--- src/rtl/cmdframe_pkg.sv ---
package cmdframe_pkg;
  localparam int ID_W       = 2;
  localparam int ADDR_W     = 21;
  localparam int DATA_BYTES = 4;
  localparam int DATA_W     = 8 * DATA_BYTES;
  localparam int CRC_W      = 4;
  localparam int FRAME_W    = 64;
  localparam int CNT_W      = 7;
  // start + id + code(3) + rw + addr + size flag
  localparam int HDR_W      = 1 + ID_W + 3 + 1 + ADDR_W + 1;
  localparam int PAD_W      = FRAME_W - HDR_W - DATA_W;

  typedef enum logic [1:0] {
    CMD_ACCESS = 2'd0,
    CMD_POLL   = 2'd1,
    CMD_TERM   = 2'd2,
    CMD_TERM2  = 2'd3
  } cmdKind_e;

  typedef struct packed {
    logic load;
    logic advance;
    logic useCrc;
  } txStrobe_t;

  // serial CRC step, polynomial x^4 + x + 1
  function automatic logic [CRC_W-1:0] crcStep(input logic [CRC_W-1:0] c, input logic b);
    logic fb;
    fb = c[CRC_W-1] ^ b;
    return {c[2], c[1], c[0] ^ fb, fb};
  endfunction
endpackage

--- src/rtl/cmdframe_build.sv ---
module cmdframe_build
  import cmdframe_pkg::*;
(
  input  logic              clk,
  input  logic              rstN,
  input  txStrobe_t         strobe,
  input  logic [1:0]        reqCmd,
  input  logic [ID_W-1:0]   reqId,
  input  logic [ADDR_W-1:0] reqAddr,
  input  logic [1:0]        reqSize,
  input  logic              reqWrite,
  input  logic [DATA_W-1:0] reqData,
  output logic              lineBit,
  output logic [CNT_W-1:0]  frameBits
);
  logic [FRAME_W-1:0] shiftReg, frameNext;
  logic [CRC_W-1:0]   crcReg;
  logic [CNT_W-1:0]   lenNext, dataBits;
  logic [ADDR_W-1:0]  addrAdj;
  logic               sizeFlag;
  logic [DATA_W-1:0]  dataSer;
  logic [HDR_W-1:0]   header;

  always_comb begin
    unique case (reqSize)
      2'd0: begin addrAdj = reqAddr;                    sizeFlag = 1'b0; dataBits = CNT_W'(8);  end
      2'd1: begin addrAdj = {reqAddr[ADDR_W-1:1], 1'b0};  sizeFlag = 1'b1; dataBits = CNT_W'(16); end
      default: begin addrAdj = {reqAddr[ADDR_W-1:2], 2'b01}; sizeFlag = 1'b1; dataBits = CNT_W'(32); end
    endcase
    for (int b = 0; b < DATA_BYTES; b++)
      dataSer[DATA_W-1-8*b -: 8] = reqData[8*b +: 8];
    header = {1'b1, reqId, 3'd4, ~reqWrite, addrAdj, sizeFlag};
    frameNext = '0;
    unique case (cmdKind_e'(reqCmd))
      CMD_ACCESS: begin
        frameNext = {header, dataSer, {PAD_W{1'b0}}};
        lenNext   = CNT_W'(HDR_W) + (reqWrite ? dataBits : '0);
      end
      CMD_POLL: begin
        frameNext[FRAME_W-1 -: 6] = {1'b1, reqId, 3'd2};
        lenNext = CNT_W'(6);
      end
      default: begin
        frameNext[FRAME_W-1 -: 9] = {1'b1, reqId, 6'h3F};
        lenNext = CNT_W'(9);
      end
    endcase
  end

  always_ff @(posedge clk or negedge rstN) begin
    if (!rstN) begin
      shiftReg  <= '0;
      crcReg    <= '0;
      frameBits <= '0;
    end else if (strobe.load) begin
      shiftReg  <= frameNext;
      crcReg    <= '0;
      frameBits <= lenNext;
    end else if (strobe.advance) begin
      if (strobe.useCrc) begin
        crcReg <= {crcReg[CRC_W-2:0], 1'b0};
      end else begin
        crcReg   <= crcStep(crcReg, shiftReg[FRAME_W-1]);
        shiftReg <= {shiftReg[FRAME_W-2:0], 1'b0};
      end
    end
  end

  assign lineBit = strobe.useCrc ? crcReg[CRC_W-1] : shiftReg[FRAME_W-1];
endmodule

--- src/rtl/cmdframe_ctrl.sv ---
module cmdframe_ctrl
  import cmdframe_pkg::*;
(
  input  logic             clk,
  input  logic             rstN,
  input  logic             reqValid,
  input  logic [CNT_W-1:0] frameBits,
  output txStrobe_t        strobe,
  output logic             busy,
  output logic             done,
  output logic             clkLow
);
  typedef enum logic [1:0] {ST_IDLE, ST_SEND, ST_FIN} state_e;
  localparam logic [CNT_W-1:0] CRC_LAST = CNT_W'(CRC_W - 1);

  state_e           state;
  logic             phase;
  logic [CNT_W-1:0] bitCnt;
  logic             lastBit;

  assign lastBit        = (bitCnt == frameBits + CRC_LAST);
  assign strobe.load    = (state == ST_IDLE) && reqValid;
  assign strobe.advance = (state == ST_SEND) && phase;
  assign strobe.useCrc  = (bitCnt >= frameBits);

  always_ff @(posedge clk or negedge rstN) begin
    if (!rstN) begin
      state  <= ST_IDLE;
      phase  <= 1'b0;
      bitCnt <= '0;
    end else begin
      unique case (state)
        ST_IDLE: if (reqValid) begin
          state  <= ST_SEND;
          phase  <= 1'b0;
          bitCnt <= '0;
        end
        ST_SEND: begin
          phase <= ~phase;
          if (phase) begin
            if (lastBit) state <= ST_FIN;
            else bitCnt <= bitCnt + 1'b1;
          end
        end
        default: state <= ST_IDLE;
      endcase
    end
  end

  assign busy   = (state == ST_SEND);
  assign done   = (state == ST_FIN);
  assign clkLow = busy && !phase;
endmodule

--- src/rtl/cmdframe_tx.sv ---
module cmdframe_tx
  import cmdframe_pkg::*;
(
  input  logic        clk,
  input  logic        rstN,
  input  logic        reqValid,
  input  logic [1:0]  reqCmd,
  input  logic [1:0]  reqId,
  input  logic [20:0] reqAddr,
  input  logic [1:0]  reqSize,
  input  logic        reqWrite,
  input  logic [31:0] reqData,
  output logic        busy,
  output logic        done,
  output logic        busClk,
  output logic        busData,
  output logic        busOe
);
  txStrobe_t        strobe;
  logic             lineBit, clkLow;
  logic [CNT_W-1:0] frameBits;

  cmdframe_ctrl u_ctrl (
    .clk(clk), .rstN(rstN), .reqValid(reqValid), .frameBits(frameBits),
    .strobe(strobe), .busy(busy), .done(done), .clkLow(clkLow)
  );

  cmdframe_build u_build (
    .clk(clk), .rstN(rstN), .strobe(strobe), .reqCmd(reqCmd), .reqId(reqId),
    .reqAddr(reqAddr), .reqSize(reqSize), .reqWrite(reqWrite), .reqData(reqData),
    .lineBit(lineBit), .frameBits(frameBits)
  );

  assign busClk  = ~clkLow;
  assign busData = busy ? ~lineBit : 1'b1;
  assign busOe   = busy;
endmodule

--- config.mk ---
export PLATFORM = sky130hd
export DESIGN_NAME = cmdframe_tx
export DESIGN_NICKNAME = d
export VERILOG_FILES = /design/src/rtl/cmdframe_pkg.sv /design/src/rtl/cmdframe_build.sv /design/src/rtl/cmdframe_ctrl.sv /design/src/rtl/cmdframe_tx.sv
export SDC_FILE = /design/constraint.sdc
export NUM_CORES = 1
export LEC_CHECK = 0
export CAP_MARGIN = 40
export CORE_ASPECT_RATIO = 1.1
export CORE_UTILIZATION = 35
export CTS_CLUSTER_DIAMETER = 60
export DETAILED_ROUTE_END_ITERATION = 6
export PLACE_DENSITY = 0.62
export SYNTH_ARGS = -nofsm -noshare
export SYNTH_HDL_FRONTEND = slang
export SYNTH_SLANG_ARGS = --single-unit
--- constraint.sdc ---
create_clock -name clk -period 3 [get_ports clk]
set_input_delay 0.9 -clock clk [delete_from_list [all_inputs] [get_ports clk]]
set_output_delay 0.9 -clock clk [all_outputs]
set_load 0.02 [all_outputs]
## After elaboration in Yosys (flattened, before gate mapping)

Index checks and enable logic that the tools add are counted.

| storage, ports and cells | value |
|---|---|
| flip-flop bits (word level) | 85 |
| input port bits | 63 |
| output and inout bits | 5 |
| logic and storage cells | 65 |

| operators by class | value |
|---|---|
| $add $sub $neg | 3 |
| $lt $le $gt $ge | 1 |
| eq/ne operators | 10 |
| mux-type cells | 26 |
| bitwise logic cells | 6 |
| reduce and logical (&&, ||, !) cells | 13 |

Operator list:

| cell | count |
|---|---|
| $mux W64 | 3 |
| $mux W55 | 1 |
| $pmux W7 S2 | 2 |
| $mux W7 | 3 |
| $pmux W3 S2 | 2 |
| $pmux W6 S2 | 1 |
| $mux W2 | 4 |
| $mux W4 | 2 |
| $pmux W2 S2 | 2 |
| $add A5 B7 Y7 const A | 1 |
| $add A7 B1 Y7 const B | 1 |
| $add A7 B2 Y7 const B | 1 |
| $eq A7 B7 Y1 | 1 |
| $ge A7 B7 Y1 | 1 |
| $eq A2 B1 Y1 const B | 3 |
| $logic_not A2 Y1 | 3 |
| $mux W6 | 1 |
| $ne A2 B2 Y1 const B | 3 |
| $mux W1 | 4 |
| $ne A2 B1 Y1 const B | 2 |
| $not A1 Y1 | 4 |
| $reduce_and A2 Y1 | 2 |
| $reduce_and A4 Y1 | 1 |
| $reduce_bool A2 Y1 | 2 |
| other kinds (6) | 9 |

## Logic depth before layout (Yosys ltp)

Gate-level depths: netlist of the first run.

| depth | value |
|---|---|
| depth in word-level cells | 5 |
| depth in mapped cells | 10 |
| mapped depth without buffers | 8 |

## Modules after synthesis

From an unflattened synthesis of the first run, not the netlist that was laid out.

| unflattened totals | value |
|---|---|
| cell total of the unflattened synthesis | 431 |
| area, all modules | 4,204.0 sq um |

By module, submodules not included:

| module | times used | cells an instance | area an instance (sq um) |
|---|---|---|---|
| cmdframe_build | 1 | 316 | 3,268.1 |
| cmdframe_ctrl | 1 | 112 | 920.9 |
| cmdframe_tx | 1 | 3 | 15.0 |

## Worst setup path after synthesis of the first run

No wires, ideal clock.

| timing | value |
|---|---|
| kind | register to output |
| start point | reg u_ctrl.bitCnt[0] |
| end point | out busData |
| data arrival time | 1,830 ps |
| data required time | 2,100 ps |
| slack | 270 ps |
| cell stages (with the launch flop) | 9 |
| cell sequence | dfrtp_1 -> inv_1 -> ha_1 -> nand2b_1 -> a21o_1 -> a21oi_4 -> o21ai_0 -> mux2_2 -> nand2_1 |

| on the way | value |
|---|---|
| longest elaborated chain between the ends | 4 |

Ends and longest elaborated chain:

| item | RTL line | RTL |
|---|---|---|
| start, declared | cmdframe_ctrl.sv:18 | `logic [CNT_W-1:0] bitCnt;` |
| start signal, assigned | cmdframe_ctrl.sv:42 | `else bitCnt <= bitCnt + 1'b1;` |
| $ge A7 B7 Y1 | cmdframe_ctrl.sv:24 | `assign strobe.useCrc = (bitCnt >= frameBits);` |
| $mux W1 | cmdframe_build.sv:69 | `assign lineBit = strobe.useCrc ? crcReg[CRC_W-1] : shiftReg[FRAME_W-1];` |
| $not A1 Y1 | cmdframe_tx.sv:35 | `assign busData = busy ? ~lineBit : 1'b1;` |
| $mux W1 | cmdframe_tx.sv:35 |  |
| end, declared | cmdframe_tx.sv:16 | `output logic busData,` |

Every way passes these cells.

## Worst setup path in the final report of the first run

Same ends and word-level chain as after synthesis.

==> reports/qor.log, run 1 <==
[global_routing] number of global-route vias before repair 3423
[synth] proportion of register bits with asynchronous set or reset after synthesis 100%
[power_and_ir_drop] total power consumption of the routed design 2.34 mW
[floorplanning] effective utilization at floorplan 35.9%
[synth] flip-flop cell with the highest count after synthesis sky130_fd_sc_hd__dfrtp_1
[power_and_ir_drop] Static Leak 2.59 nW
[floorplanning] I/O pin total 68
[worst_hold_path] worst min-delay path class reg2reg
[floorplanning] Die Footprint 12200 sq um
[place] count of buffers from port buffering 67
[worst_setup_path] crit end category primary output
[worst_setup_path] kind of start point of the critical path flop
[sta] worst-case hold slack 0.496 ns
[worst_setup_path] largest stage delay on the critical path 0.39 ns
[drt] met3 wire len 305 um
[drt] ANT nets after route 0
[synth] compound-gate portion of the synthesized area 24.8%
[sta] unrepaired setup endpoints after global routing yes
[sta] Max transition margin 63.0%
[drt] Via-to-Cell Ratio 5.18
[synth] fraction of synthesized area in multiplexers 2.99%
[global_routing] wire length of the first global-routing pass 16.6 mm
[clocking] clk buf depth 2
[status] run status finished, final reports clean
[drt] Vias 3350
[place] detailed placer's ending HPWL 6.72 mm
[synth] synthesized area per cell 10.1 sq um
[synth] Seq/Total Area, Yosys 50.0%
[worst_setup_path] Critical Path RT 2.10 ns
[floorplanning] number of placement rows 41
[drt] DR WL met2 4.77 mm
[place] post-detailed-placement cell area 5140 sq um
[synth] post-synth top area share 50.0%
[clocking] clock transition time at the flip-flop clock pins of the worst setup and hold paths 0.07 ns
[synth] Netlist Area Pre-Place 4110 sq um
[worst_setup_path] FF-to-FF path depth 9
[cells_and_area] count of nets after finishing 564
[floorplanning] horizontal die dimension 105 um
[synth] synth cell count leaders sky130_fd_sc_hd__dfrtp_1 (82), sky130_fd_sc_hd__nand2_1 (71), sky130_fd_sc_hd__o21ai_0 (61)
[worst_setup_path] Critical Path, Cell by Cell inv_2 -> ha_4 -> nand2b_4 -> a21o_1 -> a21oi_4 -> o21ai_2 -> mux2_4 -> nand2_2 -> buf_6
[clocking] total clock sinks 82
[worst_setup_path] crit path kind reg2out
[power_and_ir_drop] largest vdd supply drop 0.202 mV
[power_and_ir_drop] power density normalized to cell area 423 nW/um^2
[global_routing] initial antenna violation count 0
[cells_and_area] fraction of final layout cells with drive strength greater than 1 15.1%
[drt] drt initial violations 151
[drt] average wire per standard cell 15.1 um
[sta] top achievable clock speed 0.338 GHz
[drt] uppermost layer routed met4
[synth] post-synth top area cell sky130_fd_sc_hd__dfrtp_1
[sta] clock period minus final worst setup slack 2.96 ns
[synth] Post-Synthesis Cells 408
[synth] adder-cell share of the synthesized area 2.74%
[sta] fin. max-slew vios 0
[sta] transition at the pin with the smallest max-transition slack 0.552 ns
[floorplanning] Core Area 11400 sq um
[cells_and_area] Antenna diodes 0
[synth] largest cells by area after synthesis sky130_fd_sc_hd__dfrtp_1 (50%), sky130_fd_sc_hd__a2bb2oi_1 (11%), sky130_fd_sc_hd__o21ai_0 (7.4%)
[clocking] total number of H-tree levels 3
[synth] main combinational cell family by area after synthesis compound AO/OA/AOI/OAI gates
[drt] total wire length 9.77 mm
[worst_setup_path] crit path max-delay cell type sky130_fd_sc_hd__dfrtp_1
[global_routing] global router's overall resource usage 17.3%
[global_routing] GRT Residual Overflow 0
[place] gp weighted congestion 0.818
[cells_and_area] finished layout cell area 5520 sq um
[synth] most frequent cell after synthesis sky130_fd_sc_hd__dfrtp_1
[sta] post-route clock period utilization 98.6%
[synth] number of distinct standard cells referenced by the synthesized netlist 44
[sta] sum of negative setup slack 0 ns
[synth] number of warnings reported in the yosys synthesis log 0
[sta] setup-violating endpoint count in the final report 0
[sta] Clock Skew 0.0116 ns
[worst_setup_path] Arrival @ worst endpoint 2.06 ns
[synth] post-synthesis xor/xnor area fraction 2.35%
[clocking] root buf cell sky130_fd_sc_hd__clkbuf_16
[worst_hold_path] Min-Delay Path Depth 2
[synth] area fraction in and, or, nand and nor cells after synthesis 12.8%
[sta] Hold Fails Final Rpt 0
[global_routing] largest net degree at the start of global routing 74
[drt] final routed DRC violation total 0
[drt] met1 wire length 4.59 mm
[cells_and_area] Area growth, synth to finish 34.5%
[worst_setup_path] maximum fanout count along the critical path 2
[clocking] worst skew pair latency 0.33 ns
[floorplanning] vertical die dimension 116 um
[synth] number of enable-type register cells in the synthesized netlist 0
[clocking] TritonCTS buffer count 9
[synth] number of nets produced by synthesis 480
[run] number of violations of the max-capacitance limit 0
[clocking] CTS tree built
[drt] drt pass-1 iters 4
[synth] register bit total from synthesis 82
[worst paths after layout]
check / to / start / slack (ns)
setup / recovery: busData / u_ctrl.bitCnt[0]$_DFFE_PN0P_ / 0.04
hold / removal: u_build.shiftReg[63]$_DFFE_PN0P_ / u_build.shiftReg[62]$_DFFE_PN0P_ / 0.50
setup reg to reg: u_build.shiftReg[60]$_DFFE_PN0P_ / u_build.frameBits[0]$_DFFE_PN0P_ / 0.49
hold reg to reg: u_build.shiftReg[63]$_DFFE_PN0P_ / u_build.shiftReg[62]$_DFFE_PN0P_ / 0.50
max in group asynchronous: u_build.crcReg[3]$_DFFE_PN0P_ / rstN / 1.84
min in group asynchronous: u_build.shiftReg[30]$_DFFE_PN0P_ / rstN / 0.55
[registers in the layout, indices dropped and copies added (netlist names)]
register,flops
u_build.crcReg,4
u_build.frameBits,7
u_build.shiftReg,61
u_ctrl.bitCnt,7
u_ctrl.phase,1
u_ctrl.state,2
[critical path: cells and delay by family (launching register included)]
kind            cells  cell delay [ns]
flops               1             0.39
fa+ha+maj           1             0.19
compound gates      3             0.45
buf+inv             2             0.19
simple gates        2             0.20
mux                 1             0.31
[cells in the final DEF (no fill, tap or decap), drive strengths merged, types with 3 or more instances in the layout]
cell / Yosys / routed
clkdlybuf4s50: 0 / 65
a21o: 4 / 4
a21oi: 7 / 7
nand3: 5 / 5
nor2: 9 / 9
a2bb2oi: 50 / 50
clkinv: 0 / 3
nand4: 3 / 3
ha: 9 / 9
mux2i: 10 / 10
a22o: 4 / 4
o211ai: 5 / 5
inv: 11 / 11
o21ai: 61 / 61
buf: 12 / 37
xor2: 4 / 4
nor3: 6 / 6
xnor2: 7 / 7
nor2b: 5 / 5
nand2b: 3 / 3
clkbuf: 17 / 11
and2: 3 / 3
dfrtp: 82 / 82
nand2: 71 / 71
[power by group]
group / switching [mW] / internal (mW) / total (mW)
Combinational: 0.0396 / 0.0753 / 0.115
Clock: 0.429 / 0.686 / 1.11
Sequential: 0 / 1.11 / 1.11
Total: 0.468 / 1.87 / 2.34
[what timing repair did]
| action | in CTS | in global routing |
|---|---|---|
| setup buffers | 0 | 3 |
| endpoints found under the setup margin | 1 | 1 |
| hold buffers | 0 | 0 |
| pin swaps | 2 | 3 |
| resized for setup | 7 | 8 |
[per-stage QoR]
step / worst slack [ns] / util, % / instances
finish: 0.0407 / 48.3 / 647
global route: -0.0314 / 48.3 / 647
CTS: 0.00433 / 47.6 / 644
detailed placement: -0.197 / 44.9 / 628
global placement: -0.172 / 44.9 / 628
floorplan: 0.270 / - / 408
[cell families (layout without fill, tap and decap cells)]
| kind of cell | count (synthesis) | count (layout) |
|---|---|---|
| adder cells (fa/ha/maj) | 9 | 9 |
| AND/OR/NAND/NOR | 111 | 111 |
| buffers and inverters | 40 | 129 |
| multiplexers | 12 | 12 |
| XOR/XNOR | 11 | 11 |
| AO/OA/AOI/OAI | 143 | 143 |
| flip-flops | 82 | 82 |
[per-layer routing]
layer	global-route usage [%]	up-vias
met3	2.81	6
met5	0	-
met1	22.9	1644
li1	-	1628
met4	5.82	0
met2	28.9	72
[area by class of cell]
type,count,area (sq um)
Clock buffer,11,253
Clock inverter,5,52.6
Fill cell,1092,5920
Inverter,11,41.3
Multi-Input combinational cell,286,1940
Sequential cell,82,2050
Tap cell,150,188
Timing Repair Buffer,102,995
Power figures use the tool's default switching activity.
==> inputs of run 2 (changes only) <==
PLACE_DENSITY = unset   (was 0.62)
PLACE_DENSITY_LB_ADDON = 0.05   (was unset)
==> run 2 against run 1 <==
Compared with the run above: clock power is 6% lower; largest cell class unchanged; critical path type unchanged; non-clock buffer count is 3 higher; die area stayed put.
==> reports/qor.log, run 2 (same netlist as run 1, synthesis figures left out) <==
[global_routing] number of global-route vias before repair 3360 [-1.8%]
[sta] unrepaired setup endpoints after global routing yes
[floorplanning] number of placement rows 41 [unchanged]
[cells_and_area] most frequent cells in the layout sky130_fd_sc_hd__dfrtp_1 (82), sky130_fd_sc_hd__nand2_1 (68), sky130_fd_sc_hd__clkdlybuf4s50_1 (65), sky130_fd_sc_hd__o21ai_0 (60), sky130_fd_sc_hd__a2bb2oi_1 (50)
[power_and_ir_drop] Static Leak 2.58 nW [-0.31%]
[global_routing] wire length of the first global-routing pass 16.9 mm [+1.8%]
[worst_setup_path] maximum fanout count along the critical path 3 [+1]
[sta] transition at the pin with the smallest max-transition slack 0.525 ns [-0.0275 ns]
[sta] setup-violating endpoint count in the final report 0 [unchanged]
[drt] Vias 3302 [-1.4%]
[clocking] total number of H-tree levels 3 [unchanged]
[clocking] clock transition time at the flip-flop clock pins of the worst setup and hold paths 0.07 ns [about the same]
[drt] Via-to-Cell Ratio 5.08 [-1.9%]
[floorplanning] vertical die dimension 116 um [unchanged]
[cells_and_area] count of nets after finishing 567 [+0.53%]
[worst_setup_path] FF-to-FF path depth 10 [+1]
[place] count of buffers from port buffering 67 [unchanged]
[clocking] worst skew pair latency 0.34 ns [about the same]
[status] run status finished, final reports clean
[sta] Max transition margin 65.0% [+2.0 points]
[cells_and_area] Area growth, synth to finish 34.1%
[drt] total wire length 10.0 mm [+2.4%]
[worst_hold_path] Min-Delay Path Depth 2 [unchanged]
[cells_and_area] finished layout cell area 5510 sq um [-0.27%]
[worst_setup_path] Critical Path, Cell by Cell inv_1 -> ha_4 -> a41o_1 -> a21oi_2 -> o21ai_2 -> mux2_4 -> nand2_2 -> buf_6
[global_routing] largest net degree at the start of global routing 51 [-31%]
[place] post-detailed-placement cell area 5170 sq um [+0.63%]
[cells_and_area] Antenna diodes 0 [unchanged]
[global_routing] initial antenna violation count 0 [unchanged]
[drt] final routed DRC violation total 0 [unchanged]
[clocking] TritonCTS buffer count 9 [unchanged]
[cells_and_area] largest registers u_build.shiftReg x61, u_build.frameBits x7, u_ctrl.bitCnt x7
[worst_setup_path] dominant delay contributor by cell family on the critical path compound AO/OA/AOI/OAI gates
[cells_and_area] max reg flops 61 [unchanged]
[worst_setup_path] crit end category primary output
[cells_and_area] most common library cell in the layout ignoring fill and taps sky130_fd_sc_hd__dfrtp_1
[global_routing] global router's overall resource usage 17.6% [+0.32 points]
[clocking] hold-fix buffer count after cts 0 [unchanged]
[global_routing] GRT Residual Overflow 0 [unchanged]
[floorplanning] horizontal die dimension 105 um [unchanged]
[floorplanning] I/O pin total 68 [unchanged]
[sta] fin. max-slew vios 0 [unchanged]
[cells_and_area] largest reg by FF count u_build.shiftReg
[place] gp weighted congestion 0.767 [-6.2%]
[power_and_ir_drop] total power consumption of the routed design 2.26 mW [-3.1%]
[worst_setup_path] kind of start point of the critical path flop
[power_and_ir_drop] power density normalized to cell area 411 nW/um^2 [-2.9%]
[drt] ANT nets after route 0 [unchanged]
[sta] Clock Skew 0.0115 ns [-0.000118 ns]
[floorplanning] Core Area 11400 sq um [unchanged]
[cells_and_area] fill cell count 1088 [-0.37%]
[worst_hold_path] worst min-delay path class reg2reg
[cells_and_area] fraction of final layout cells with drive strength greater than 1 15.4% [+0.31 points]
[worst_setup_path] Critical path buffers and inverters 2 [unchanged]
[sta] post-route clock period utilization 98.5% [-0.13 points]
[cells_and_area] Post-Route Utilization 48.1% [-0.13 points]
[floorplanning] effective utilization at floorplan 35.9% [unchanged]
[drt] drt initial violations 135 [-11%]
[worst_setup_path] Critical Path RT 2.10 ns [about the same]
[worst_setup_path] Arrival @ worst endpoint 2.06 ns [about the same]
[clocking] total clock sinks 82 [unchanged]
[clocking] clk buf depth 2 [unchanged]
[worst_setup_path] Critical Path Stages 8 [-1]
[clocking] root buf cell sky130_fd_sc_hd__clkbuf_16
[worst_setup_path] crit path kind reg2out
[sta] Hold Fails Final Rpt 0 [unchanged]
[power_and_ir_drop] largest vdd supply drop 0.277 mV [+37%]
[clocking] CTS tree built
[worst_setup_path] crit path max-delay cell type sky130_fd_sc_hd__dfrtp_1
[drt] drt pass-1 iters 4 [unchanged]
[worst_setup_path] largest stage delay on the critical path 0.38 ns [about the same]
[drt] average wire per standard cell 15.4 um [+1.9%]
[sta] clock period minus final worst setup slack 2.96 ns [-0.00378 ns]
[floorplanning] Die Footprint 12200 sq um [unchanged]
[sta] top achievable clock speed 0.338 GHz [+0.13%]
[sta] sum of negative setup slack 0 ns [unchanged]
[place] detailed placer's ending HPWL 6.78 mm [+0.95%]
[run] number of violations of the max-capacitance limit 0 [unchanged]
run 2: changes by cell type in the layout (fill, tap and decap cells not counted):
cell / previous run / this run
sky130_fd_sc_hd__buf_12: 5 / 4
sky130_fd_sc_hd__clkbuf_1: 0 / 1
sky130_fd_sc_hd__clkinv_2: 3 / 1
sky130_fd_sc_hd__bufinv_16: 1 / 0
sky130_fd_sc_hd__inv_6: 0 / 1
sky130_fd_sc_hd__clkinvlp_4: 1 / 2
sky130_fd_sc_hd__clkinv_4: 0 / 1
sky130_fd_sc_hd__clkbuf_8: 2 / 1
sky130_fd_sc_hd__buf_4: 31 / 35
run 2: where the power goes:
group	switching (mW)	leakage, nW	internal (mW)
combinational	0.0395	1.35	0.0760
sequential	0	1.09	1.11
clock	0.454	0.132	0.587
run 2: path summary, 6_finish.rpt:
check,endpoint,from,slack [ns]
worst min register to register,u_build.shiftReg[63]$_DFFE_PN0P_,u_build.shiftReg[62]$_DFFE_PN0P_,0.49
worst max-delay path,busData,u_build.frameBits[5]$_DFFE_PN0P_,0.04
min in group asynchronous,u_build.shiftReg[30]$_DFFE_PN0P_,rstN,0.54
max in group asynchronous,u_build.shiftReg[56]$_DFFE_PN0P_,rstN,1.83
worst min-delay path,u_build.shiftReg[63]$_DFFE_PN0P_,u_build.shiftReg[62]$_DFFE_PN0P_,0.49
worst max register to register,u_build.shiftReg[20]$_DFFE_PN0P_,u_build.frameBits[5]$_DFFE_PN0P_,0.62
run 2: cell type report:
cell class	count	area, sq um	area share [%]
tap	150	188	3.41
multi-input combinational	286	1940	35.3
sequential	82	2050	37.3
clock inverter	5	37.5	0.682
timing repair buffer	105	1000	18.2
inverter	11	41.3	0.750
clock buffer	11	243	4.41
run 2: metrics by stage:
| stage | hold slack [ns] | setup slack (ns) | cells |
|---|---|---|---|
| final | 0.485 | 0.0445 | 650 |
| after global routing | 0.518 | -0.0257 | 650 |
| after CTS | 0.491 | 0.0231 | 649 |
| after global placement | 0.472 | -0.237 | 634 |
| after floorplan | 0.450 | 0.270 | 408 |
| after detailed placement | 0.476 | -0.280 | 634 |
run 2: timing repair:
item	CTS	global route
endpoints found under the setup margin	1	1
buffers inserted	0	1
pin swaps	3	0
resized for setup	13	2
run 2: tightest hold or removal path, stage by stage, from the launching register on:
cell                      delay [ns]
sky130_fd_sc_hd__dfrtp_1        0.34
sky130_fd_sc_hd__mux2i_1        0.06
sky130_fd_sc_hd__nand2_1        0.06
run 2: layer usage:
layer / GRT usage (%) / share of wire [%] / wire length (um) / vias to the layer above
li1: - / - / - / 1641
met5: 0 / 0 / 0 / -
met2: 28.9 / 47 / 4740 / 56
met1: 23.7 / 48 / 4780 / 1594
met4: 4.88 / 1.1 / 112 / 0
met3: 3.71 / 3.7 / 370 / 11
==> inputs of run 3 (changes only) <==
SKIP_CTS_REPAIR_TIMING = 1   (was unset)
==> run 3 against run 2 <==
Compared with the run above: global-route usage is 0.17 points lower; first-iteration DRC count is 4.4% higher; count of clock-buffer cells in the layout stayed put; critical path type unchanged; critical endpoint unchanged.
==> reports/qor.log, run 3 (same netlist as run 1, synthesis figures left out) <==
[cells_and_area] largest registers u_build.shiftReg x61, u_build.frameBits x7, u_ctrl.bitCnt x7
[power_and_ir_drop] power density normalized to cell area 409 nW/um^2 [-0.36%]
[sta] Clock Skew 0.0111 ns [-0.000339 ns]
[cells_and_area] Antenna diodes 0 [unchanged]
[worst_setup_path] maximum fanout count along the critical path 3 [unchanged]
[cells_and_area] most common library cell in the layout ignoring fill and taps sky130_fd_sc_hd__dfrtp_1
[drt] drt initial violations 141 [+4.4%]
[worst_setup_path] CP Capture Point busData
[worst_setup_path] FF-to-FF path depth 10 [unchanged]
[place] detailed placer's ending HPWL 6.78 mm [unchanged]
[worst_setup_path] startpoint of the worst-slack reg-to-reg timing path u_build.frameBits[0]$_DFFE_PN0P_
[global_routing] initial antenna violation count 0 [unchanged]
[clocking] total number of H-tree levels 3 [unchanged]
[worst_hold_path] worst min-delay path class reg2reg
[sta] Hold Fails Final Rpt 0 [unchanged]
[drt] Via-to-Cell Ratio 5.09 [+0.18%]
[cells_and_area] filler-free cell count of the finished design 651 [+0.15%]
[floorplanning] vertical die dimension 116 um [unchanged]
[worst_setup_path] Critical Path RT 2.10 ns [about the same]
[cells_and_area] count of nets after finishing 568 [+0.18%]
[drt] final routed DRC violation total 0 [unchanged]
[sta] fin. max-slew vios 0 [unchanged]
[power_and_ir_drop] total power consumption of the routed design 2.26 mW [-0.22%]
[clocking] TritonCTS buffer count 9 [unchanged]
[worst_setup_path] reg-to-reg endpoint u_build.shiftReg[28]$_DFFE_PN0P_
[floorplanning] I/O pin total 68 [unchanged]
[drt] Vias 3313 [+0.33%]
[clocking] CTS tree built
[global_routing] largest net degree at the start of global routing 51 [unchanged]
[clocking] total clock sinks 82 [unchanged]
[floorplanning] effective utilization at floorplan 35.9% [unchanged]
[place] number of placed cells counting well taps 634 [unchanged]
[drt] ANT nets after route 0 [unchanged]
[worst_setup_path] kind of start point of the critical path flop
[power_and_ir_drop] largest vdd supply drop 0.277 mV [about the same]
[sta] sum of negative setup slack 0 ns [unchanged]
[sta] clock period minus final worst setup slack 2.94 ns [-0.0183 ns]
[floorplanning] horizontal die dimension 105 um [unchanged]
[place] count of buffers from port buffering 67 [unchanged]
[cells_and_area] fraction of final layout cells with drive strength greater than 1 15.6% [+0.17 points]
[sta] setup-violating endpoint count in the final report 0 [unchanged]
[floorplanning] Die Footprint 12200 sq um [unchanged]
[drt] average wire per standard cell 15.5 um [+0.52%]
[sta] post-route clock period utilization 97.9% [-0.61 points]
[global_routing] number of global-route vias before repair 3333 [-0.80%]
[clocking] worst skew pair latency 0.33 ns [about the same]
[sta] transition at the pin with the smallest max-transition slack 0.524 ns [-0.000158 ns]
[cells_and_area] largest reg by FF count u_build.shiftReg
[worst_setup_path] launching element of the worst setup path u_build.frameBits[5]$_DFFE_PN0P_
[worst_setup_path] Arrival @ worst endpoint 2.04 ns [-0.02 ns]
[global_routing] global router's overall resource usage 17.4% [-0.17 points]
[cells_and_area] max reg flops 61 [unchanged]
[clocking] root buf cell sky130_fd_sc_hd__clkbuf_16
[cells_and_area] Area growth, synth to finish 34.3%
[power_and_ir_drop] Static Leak 2.59 nW [+0.21%]
[place] gp weighted congestion 0.767 [unchanged]
[worst_setup_path] crit end category primary output
[sta] unrepaired setup endpoints after global routing yes
[drt] drt pass-1 iters 4 [unchanged]
[run] number of violations of the max-capacitance limit 0 [unchanged]
[drt] total wire length 10.1 mm [+0.67%]
[global_routing] GRT Residual Overflow 0 [unchanged]
[floorplanning] Core Area 11400 sq um [unchanged]
[global_routing] wire length of the first global-routing pass 16.7 mm [-1.1%]
[sta] top achievable clock speed 0.340 GHz [+0.62%]
[worst_setup_path] flop2flop setup slack 0.52 ns [-0.10 ns]
[clocking] clk buf depth 2 [unchanged]
[cells_and_area] most frequent cells in the layout sky130_fd_sc_hd__dfrtp_1 (82), sky130_fd_sc_hd__nand2_1 (68), sky130_fd_sc_hd__clkdlybuf4s50_1 (65), sky130_fd_sc_hd__o21ai_0 (60), sky130_fd_sc_hd__a2bb2oi_1 (50)
[floorplanning] number of placement rows 41 [unchanged]
[clocking] clock transition time at the flip-flop clock pins of the worst setup and hold paths 0.07 ns [about the same]
[sta] Max transition margin 65.0% [about the same]
[worst_setup_path] crit path kind reg2out
[status] run status finished, final reports clean
-- run 3: cell types whose count changed in the layout (fill, tap and decap cells not counted) --
| cell | change |
|---|---|
| sky130_fd_sc_hd__buf_4 | +1 |
-- run 3: worst min-delay path by stage --
stage,start,to,slack (ns),cells after the start
finish,u_build.crcReg[1]$_DFFE_PN0P_,u_build.crcReg[1]$_DFFE_PN0P_,0.49,2
global route,u_build.crcReg[1]$_DFFE_PN0P_,u_build.crcReg[1]$_DFFE_PN0P_,0.52,2
CTS,u_build.crcReg[1]$_DFFE_PN0P_,u_build.crcReg[1]$_DFFE_PN0P_,0.49,2
detailed placement,u_build.crcReg[1]$_DFFE_PN0P_,u_build.crcReg[1]$_DFFE_PN0P_,0.48,2
global placement,u_build.shiftReg[62]$_DFFE_PN0P_,u_build.shiftReg[63]$_DFFE_PN0P_,0.47,2
floorplan,u_build.crcReg[1]$_DFFE_PN0P_,u_build.crcReg[1]$_DFFE_PN0P_,0.45,2
-- run 3: layout make-up --
class,count,area (sq um)
timing repair buffer,106,1010
sequential,82,2050
inverter,11,41.3
tap,150,188
clock inverter,5,37.5
clock buffer,11,243
fill,1088,5920
multi-input combinational,286,1940
-- run 3: per-layer routing --
layer / vias up / part of all wire [%] / global-route usage (%)
met4: 0 / 0.73 / 4.88
met1: 1606 / 48 / 23.4
met3: 7 / 4.0 / 3.71
met5: - / 0 / 0
li1: 1641 / - / -
met2: 59 / 48 / 28.6
-- run 3: through the flow --
stage	hold slack (ns)	util [%]	setup WS, ns	area, sq um
after floorplan	0.450	-	0.270	4110
after global placement	0.472	45.2	-0.237	5170
after detailed placement	0.476	45.2	-0.280	5170
after CTS	0.491	47.7	-0.646	5450
after global routing	0.518	48.2	-0.00830	5520
final	0.485	48.2	0.0629	5520
-- run 3: where the power goes --
| part | total, mW | switching (mW) | internal, mW |
|---|---|---|---|
| Sequential | 1.11 | 0 | 1.11 |
| Clock | 1.04 | 0.449 | 0.587 |
| Combinational | 0.116 | 0.0396 | 0.0760 |
| Total | 2.26 | 0.489 | 1.77 |
-- run 3: worst max-delay path, cell delays in order (launching register included) --
cell and delay (ns):
sky130_fd_sc_hd__dfrtp_1 0.38, sky130_fd_sc_hd__inv_1 0.12, sky130_fd_sc_hd__ha_4 0.23, sky130_fd_sc_hd__a41o_1 0.25
sky130_fd_sc_hd__a21oi_2 0.16, sky130_fd_sc_hd__o21ai_2 0.10, sky130_fd_sc_hd__mux2_4 0.31, sky130_fd_sc_hd__nand2_2 0.07
sky130_fd_sc_hd__buf_6 0.11
